===== config.mk =====
export PLATFORM = sky130hd
export DESIGN_NAME = gpio_bank
export DESIGN_NICKNAME = d
export VERILOG_FILES = /design/src/rtl/gpio_pkg.sv /design/src/rtl/gpio_addr_decode.sv /design/src/rtl/gpio_alias_reg.sv /design/src/rtl/gpio_cnf_bank.sv /design/src/rtl/gpio_bank.sv
export SDC_FILE = /design/constraint.sdc
export NUM_CORES = 2
export LEC_CHECK = 0
export BUFFER_PORTS_ARGS = -buffer_cell sky130_fd_sc_hd__buf_2
export CAP_MARGIN = 20
export CORE_UTILIZATION = 35
export DETAILED_ROUTE_END_ITERATION = 10
export PLACE_DENSITY = 0.58
export SLEW_MARGIN = 10
export SYNTH_ARGS = -nofsm -noshare
export SYNTH_HDL_FRONTEND = slang
export SYNTH_SLANG_ARGS = --single-unit

===== constraint.sdc =====
create_clock -name clk -period 2.9 [get_ports clk]
set_clock_uncertainty 0.1 [all_clocks]
set_input_delay 0.435 -clock clk [delete_from_list [all_inputs] [get_ports clk]]
set_output_delay 0.435 -clock clk [all_outputs]
set_load 0.02 [all_outputs]

===== src/rtl/gpio_pkg.sv =====
package gpio_pkg;

    localparam int NUM_PINS = 32;
    localparam int DATA_W   = 32;
    localparam int ADDR_W   = 12;
    localparam int PIN_W    = $clog2(NUM_PINS);

    localparam logic [ADDR_W-1:0] OFS_OUT    = 12'h504;
    localparam logic [ADDR_W-1:0] OFS_OUTSET = 12'h508;
    localparam logic [ADDR_W-1:0] OFS_OUTCLR = 12'h50C;
    localparam logic [ADDR_W-1:0] OFS_IN     = 12'h510;
    localparam logic [ADDR_W-1:0] OFS_DIR    = 12'h514;
    localparam logic [ADDR_W-1:0] OFS_DIRSET = 12'h518;
    localparam logic [ADDR_W-1:0] OFS_DIRCLR = 12'h51C;
    localparam logic [ADDR_W-1:0] OFS_CNF    = 12'h700;

    localparam logic [DATA_W-1:0] CNF_RST = 32'h0000_0002;

    typedef enum logic [1:0] {
        VIEW_PUT = 2'd0,
        VIEW_SET = 2'd1,
        VIEW_CLR = 2'd2
    } view_e;

    typedef enum logic [2:0] {
        SEL_NONE,
        SEL_OUT,
        SEL_IN,
        SEL_DIR,
        SEL_CNF
    } target_e;

    typedef struct packed {
        target_e          target;
        view_e            view;
        logic [PIN_W-1:0] pin;
    } decode_t;

    function automatic logic [DATA_W-1:0] apply_view(
        input view_e             v,
        input logic [DATA_W-1:0] cur,
        input logic [DATA_W-1:0] wd
    );
        logic [DATA_W-1:0] r;
        case (v)
            VIEW_SET: r = cur | wd;
            VIEW_CLR: r = cur & ~wd;
            default:  r = wd;
        endcase
        return r;
    endfunction

endpackage


===== src/rtl/gpio_addr_decode.sv =====
module gpio_addr_decode
    import gpio_pkg::*;
#(
    parameter int AW    = ADDR_W,
    parameter int PINS  = NUM_PINS,
    parameter int PW    = PIN_W
) (
    input  logic [AW-1:0] addr,
    output decode_t       dec
);
    localparam logic [AW-3:0] CNF_CNT = (AW-2)'(PINS);

    logic [AW-1:0] cnf_off;

    always_comb begin
        cnf_off    = addr - OFS_CNF;
        dec.target = SEL_NONE;
        dec.view   = VIEW_PUT;
        dec.pin    = cnf_off[PW+1:2];
        case (addr)
            OFS_OUT:    begin dec.target = SEL_OUT; dec.view = VIEW_PUT; end
            OFS_OUTSET: begin dec.target = SEL_OUT; dec.view = VIEW_SET; end
            OFS_OUTCLR: begin dec.target = SEL_OUT; dec.view = VIEW_CLR; end
            OFS_IN:     dec.target = SEL_IN;
            OFS_DIR:    begin dec.target = SEL_DIR; dec.view = VIEW_PUT; end
            OFS_DIRSET: begin dec.target = SEL_DIR; dec.view = VIEW_SET; end
            OFS_DIRCLR: begin dec.target = SEL_DIR; dec.view = VIEW_CLR; end
            default: begin
                if (cnf_off[1:0] == 2'b00 && cnf_off[AW-1:2] < CNF_CNT)
                    dec.target = SEL_CNF;
            end
        endcase
    end
endmodule


===== src/rtl/gpio_alias_reg.sv =====
module gpio_alias_reg
    import gpio_pkg::*;
#(
    parameter int W  = DATA_W,
    parameter int IW = PIN_W
) (
    input  logic          clk,
    input  logic          rst,
    input  logic          word_we,
    input  view_e         view,
    input  logic [W-1:0]  wdata,
    input  logic          bit_we,
    input  logic [IW-1:0] bit_idx,
    input  logic          bit_val,
    output logic [W-1:0]  q
);
    always_ff @(posedge clk) begin
        if (rst) begin
            q <= '0;
        end else if (word_we) begin
            q <= apply_view(view, q, wdata);
        end else if (bit_we) begin
            q[bit_idx] <= bit_val;
        end
    end

    a_r2_word_bit_exclusive: assert property (@(posedge clk) disable iff (rst)
        !(word_we && bit_we));
endmodule


===== src/rtl/gpio_cnf_bank.sv =====
module gpio_cnf_bank
    import gpio_pkg::*;
#(
    parameter int PINS = NUM_PINS,
    parameter int W    = DATA_W,
    parameter int PW   = PIN_W
) (
    input  logic                    clk,
    input  logic                    rst,
    input  logic                    we,
    input  logic [PW-1:0]           idx,
    input  logic [W-2:0]            wdata_hi,
    output logic [PINS-1:0][W-2:0]  hi_q
);
    localparam logic [W-2:0] HI_RST = CNF_RST[W-1:1];

    for (genvar p = 0; p < PINS; p++) begin : g_pin
        always_ff @(posedge clk) begin
            if (rst)
                hi_q[p] <= HI_RST;
            else if (we && idx == PW'(p))
                hi_q[p] <= wdata_hi;
        end
    end
endmodule


===== src/rtl/gpio_bank.sv =====
module gpio_bank
    import gpio_pkg::*;
(
    input  logic              clk,
    input  logic              rst,
    input  logic              bus_valid,
    input  logic              bus_write,
    input  logic [ADDR_W-1:0] bus_addr,
    input  logic [DATA_W-1:0] bus_wdata,
    output logic [DATA_W-1:0] bus_rdata,
    output logic              bus_err,
    input  logic [DATA_W-1:0] pin_in,
    output logic [DATA_W-1:0] out_level,
    output logic [DATA_W-1:0] out_dir
);
    decode_t                         dec;
    logic                            wr, rd, bad;
    logic [DATA_W-1:0]               in_q;
    logic [NUM_PINS-1:0][DATA_W-2:0] cnf_hi;
    logic [DATA_W-1:0]               rd_mux;

    gpio_addr_decode u_dec (
        .addr (bus_addr),
        .dec  (dec)
    );

    assign wr  = bus_valid &&  bus_write;
    assign rd  = bus_valid && !bus_write;
    assign bad = bus_valid && (dec.target == SEL_NONE ||
                               (bus_write && dec.target == SEL_IN));

    gpio_alias_reg u_out (
        .clk     (clk),
        .rst     (rst),
        .word_we (wr && dec.target == SEL_OUT),
        .view    (dec.view),
        .wdata   (bus_wdata),
        .bit_we  (1'b0),
        .bit_idx ('0),
        .bit_val (1'b0),
        .q       (out_level)
    );

    gpio_alias_reg u_dir (
        .clk     (clk),
        .rst     (rst),
        .word_we (wr && dec.target == SEL_DIR),
        .view    (dec.view),
        .wdata   (bus_wdata),
        .bit_we  (wr && dec.target == SEL_CNF),
        .bit_idx (dec.pin),
        .bit_val (bus_wdata[0]),
        .q       (out_dir)
    );

    gpio_cnf_bank u_cnf (
        .clk      (clk),
        .rst      (rst),
        .we       (wr && dec.target == SEL_CNF),
        .idx      (dec.pin),
        .wdata_hi (bus_wdata[DATA_W-1:1]),
        .hi_q     (cnf_hi)
    );

    always_ff @(posedge clk) begin
        if (rst) in_q <= '0;
        else     in_q <= pin_in;
    end

    always_comb begin
        case (dec.target)
            SEL_OUT: rd_mux = out_level;
            SEL_IN:  rd_mux = in_q;
            SEL_DIR: rd_mux = out_dir;
            SEL_CNF: rd_mux = {cnf_hi[dec.pin], out_dir[dec.pin]};
            default: rd_mux = '0;
        endcase
    end

    always_ff @(posedge clk) begin
        if (rst) begin
            bus_rdata <= '0;
            bus_err   <= 1'b0;
        end else begin
            bus_rdata <= (rd && !bad) ? rd_mux : '0;
            bus_err   <= bad;
        end
    end

    // set and clear views act on the output register
    a_r2_set_ors: assert property (@(posedge clk) disable iff (rst)
        (wr && bus_addr == OFS_OUTSET) |=> out_level == ($past(out_level) | $past(bus_wdata)));
    a_r2_clr_masks: assert property (@(posedge clk) disable iff (rst)
        (wr && bus_addr == OFS_OUTCLR) |=> out_level == ($past(out_level) & ~$past(bus_wdata)));
    // set view on the direction register
    a_r3_set_ors: assert property (@(posedge clk) disable iff (rst)
        (wr && bus_addr == OFS_DIRSET) |=> out_dir == ($past(out_dir) | $past(bus_wdata)));
    // configuration write lands bit 0 in direction
    a_r5_cnf_to_dir: assert property (@(posedge clk) disable iff (rst)
        (wr && dec.target == SEL_CNF) |=> out_dir[$past(dec.pin)] == $past(bus_wdata[0]));
    // undefined access flags and changes nothing
    a_r7_bad_no_change: assert property (@(posedge clk) disable iff (rst)
        bad |=> bus_err && bus_rdata == '0 && $stable(out_level) && $stable(out_dir));
    // no error after idle
    a_r8_idle_quiet: assert property (@(posedge clk) disable iff (rst)
        !bus_valid |=> !bus_err && bus_rdata == '0);
endmodule


==> summary.txt <==
Synth
  • Post-synth EDFFs: 0
  • Unique masters post-synth: 64
  • Post-synth top area share: 46.3%
  • Area contributors post-synth: dfxtp_1 46%, nand2_1 16%, a21oi_1 11%
  • Synth Flop Type: dfxtp_1
  • Synth Warn #: 0
  • Post-Synthesis Cells: 5871
  • Syn_area_per_cell: 8.25 um^2
  • Post-Syn Area: 48500 um^2
  • Async SR Flop Fraction: 0%
  • Synth area leader: dfxtp_1
  • Synth Register Bits: 1121
  • Syn nets: 5953
  • Register area share after synthesis: 46.3%

Clock tree
  • CTS sink cnt: 1121
  • Worst-Skew Late Latency: 0.77 ns
  • CTS H-tree depth: 3
  • Post-CTS Resized: 0
  • Max clock buf depth: 3
  • Clk slew on worst S/H paths: 0.07 ns
  • Hold_buf cts: 49
  • CTS Buf Count: 116
  • CTS tree: yes
  • Root Driver: clkbuf_16
  • Postcts setup bufs: 0

Layout
  • Share of cells above drive strength 1: 18.7%
  • Multi-input gate area: 23700 um^2
  • Register area: 22400 um^2
  • Post-route cell area: 58300 um^2
  • Net count, final: 6135
  • Most frequent cells in the layout: 2046 x nand2_1, 1121 x dfxtp_1, 1025 x a21oi_1
  • Synth-to-layout area growth: 20.3%
  • Most common cell after layout, fill and taps aside: nand2_1
  • Fillers: 13400

STA
  • Final Cycle Share: 92.7%
  • Final Hold Viols: 0
  • RSZ-0062 raised after global routing: false
  • Fin Hold WS: 0.0434 ns
  • Slew @ Worst Pin: 1.20 ns
  • Max transition margin: 20.3%
  • Max Clock Freq: 0.372 GHz
  • Slew Viols, Final: 0
  • Final setup viols: 0
  • Post-route minimum period: 2.69 ns

Detailed routing
  • Post-Route WL: 193 mm
  • Total iterations of the first detailed-routing run: 8
  • ANT nets after route: 0
  • # DRC: 0
  • Vias per inst: 5.65
  • DR vias: 44900
  • DRT iter0 DRCs: 5717
  • Wire length per cell: 24.3 um

Flow run
  • Max-Cap Viols: 0

Worst setup path
  • CP max FO: 26
  • CP endpoint kind: flop
  • Worst reg-to-reg path cell count: 7
  • Setup slack, reg-to-reg: 0.22 ns
  • Worst EP arrival: 3.25 ns
  • R2R Path Start: u_cnf.hi_q[409]$_SDFFE_PP0P_
  • Startpoint Class: input port
  • Worst endpoint required time: 3.46 ns
  • Reg2reg end: bus_rdata[7]$_SDFF_PP0_
  • CP Class: input port to flop

Power
  • Sw Pwr: 8.05 mW
  • Clk pwr share: 47.5%
  • Pleak: 20.1 nW
  • Pint: 25.3 mW
  • Sw Ratio: 24.1%
  • Peak supply drop: 427 uV
  • PwrDens: 572 nW/um^2
  • Comb power frac: 6.2%
  • Pwr Total: 33.4 mW
  • Seq pwr share: 46.3%

Floorplan
  • Core box area: 137000 um^2
  • Die area: 140000 um^2
  • Initial Utilization: 35.2%
  • Die width: 374 um
  • Die H: 374 um
  • Io pins: 177
  • Cell row count: 136

GRT
  • Gr ovfl total: 0
  • GRT busiest layer: met2
  • Vias in the first global route: 42100
  • Initial antenna violation count: 9
  • Largest net degree at the start of global routing: 229
  • Overall routing resource usage: 26.9%
  • First-pass GRT wire length: 284 mm
  • Met3 Use GR: 5.20%
  • M2 GR Usage: 41.3%
  • Met1 usage in global routing: 36.6%

Status
  • Status: finished clean

Place
  • Placer Congestion: 0.947
  • Placed inst area: 53700 um^2
  • Port bufs: 176
  • DP HPWL: 123 mm

Hold path
  • Worst min path class: input port to flop
  • Hold Crit Depth: 4
  • Worst Hold End: u_out.q[10]$_SDFFE_PP0P_
  • Hold wc startpoint: bus_wdata[10]
## cells by family after synthesis
family	Yosys count	share of synthesized area, %
and+or+nand+nor	2448	20.4
AOI/OAI and AO/OA	1364	15.8
DFF	1121	46.3
buffers and inverters	617	5.19
muxes	319	12.3
adders and majority gates	2	0.0516
## layout make-up
class / instances / area share [%]
repair buffers: 660 / 9.87
clock inverters: 44 / 0.928
well taps: 1794 / 3.85
clock buffers: 174 / 5.96
inverters: 21 / 0.135
diodes: 3 / 0.0129
flip-flops and latches: 1121 / 38.5
multi-input cells: 4133 / 40.7
## metal layers
metal,up-vias,part of all wire (%)
met5,-,0.014
met4,4,4.5
met3,411,10
met2,2420,44
met1,21800,42
li1,20300,-
## worst max-delay path: stages
cell and delay [ns]:
buf_2 0.12, buf_12 0.18, buf_4 0.17, nand3b_1 0.10, buf_4 0.14, buf_4 0.15, o22ai_1 0.16, a2111oi_0 0.99
buf_4 0.26, nor2_1 0.05, buf_4 0.16, o32ai_1 0.30
## power groups by stage
stage          clock network (mW)  registers, mW  logic (mW)
3_3_place_gp                    0           15.8        1.95
5_1_grt                      16.6           15.4        2.12
6_report                     15.9           15.4        2.06
4_1_cts                      16.0           15.4        2.01
3_5_place_dp                    0           15.8        1.95
2_1_floorplan                   0           15.8        1.00
## synth_stat cells, types with 26 or more instances
library cell / n
a211oi_1: 61
nand3b_1: 34
mux4_2: 213
dfxtp_1: 1121
a21oi_1: 1025
nor2b_1: 59
nor4_1: 33
mux2_2: 64
nand2_1: 2046
o21ai_0: 26
nand3_1: 31
a22oi_1: 28
nor2_1: 147
buf_2: 76
clkbuf_1: 484
o22ai_1: 75
mux2i_1: 42
## how the worst max path moves through the flow
stage                                 startpoint                      end  slack [ns]  depth (start not counted)
finish                               bus_addr[5]  bus_rdata[7]$_SDFF_PP0_        0.21                         12
global route        u_cnf.hi_q[471]$_SDFFE_PP0P_  bus_rdata[7]$_SDFF_PP0_        0.17                          7
CTS                 u_cnf.hi_q[471]$_SDFFE_PP0P_  bus_rdata[7]$_SDFF_PP0_        0.40                          7
detailed placement                   bus_addr[5]  bus_rdata[7]$_SDFF_PP0_       -0.35                         12
global placement                     bus_addr[5]  bus_rdata[7]$_SDFF_PP0_       -0.46                         12
floorplan                            bus_addr[0]  u_dir.q[0]$_SDFFE_PP0P_        0.02                         11
## registers in the layout, indices dropped and copies added (netlist names)
| register | count |
|---|---|
| in_q | 32 |
| u_cnf.hi_q | 992 |
| bus_rdata | 32 |
| u_dir.q | 32 |
| u_out.q | 32 |
| bus_err | 1 |
## stage by stage
stage | setup WS [ns] | std cells | TNS, ns | util [%]
6_report | 0.211 | 7950 | 0 | 42.4
5_1_grt | 0.166 | 7949 | 0 | 42.4
4_1_cts | 0.397 | 7945 | 0 | 42.4
3_3_place_gp | -0.457 | 7676 | -4.35 | 39.1
2_1_floorplan | 0.0234 | 5871 | 0 | -
3_5_place_dp | -0.351 | 7678 | -4.09 | 39.1
No activity file was read; power rests on OpenSTA's default activity.
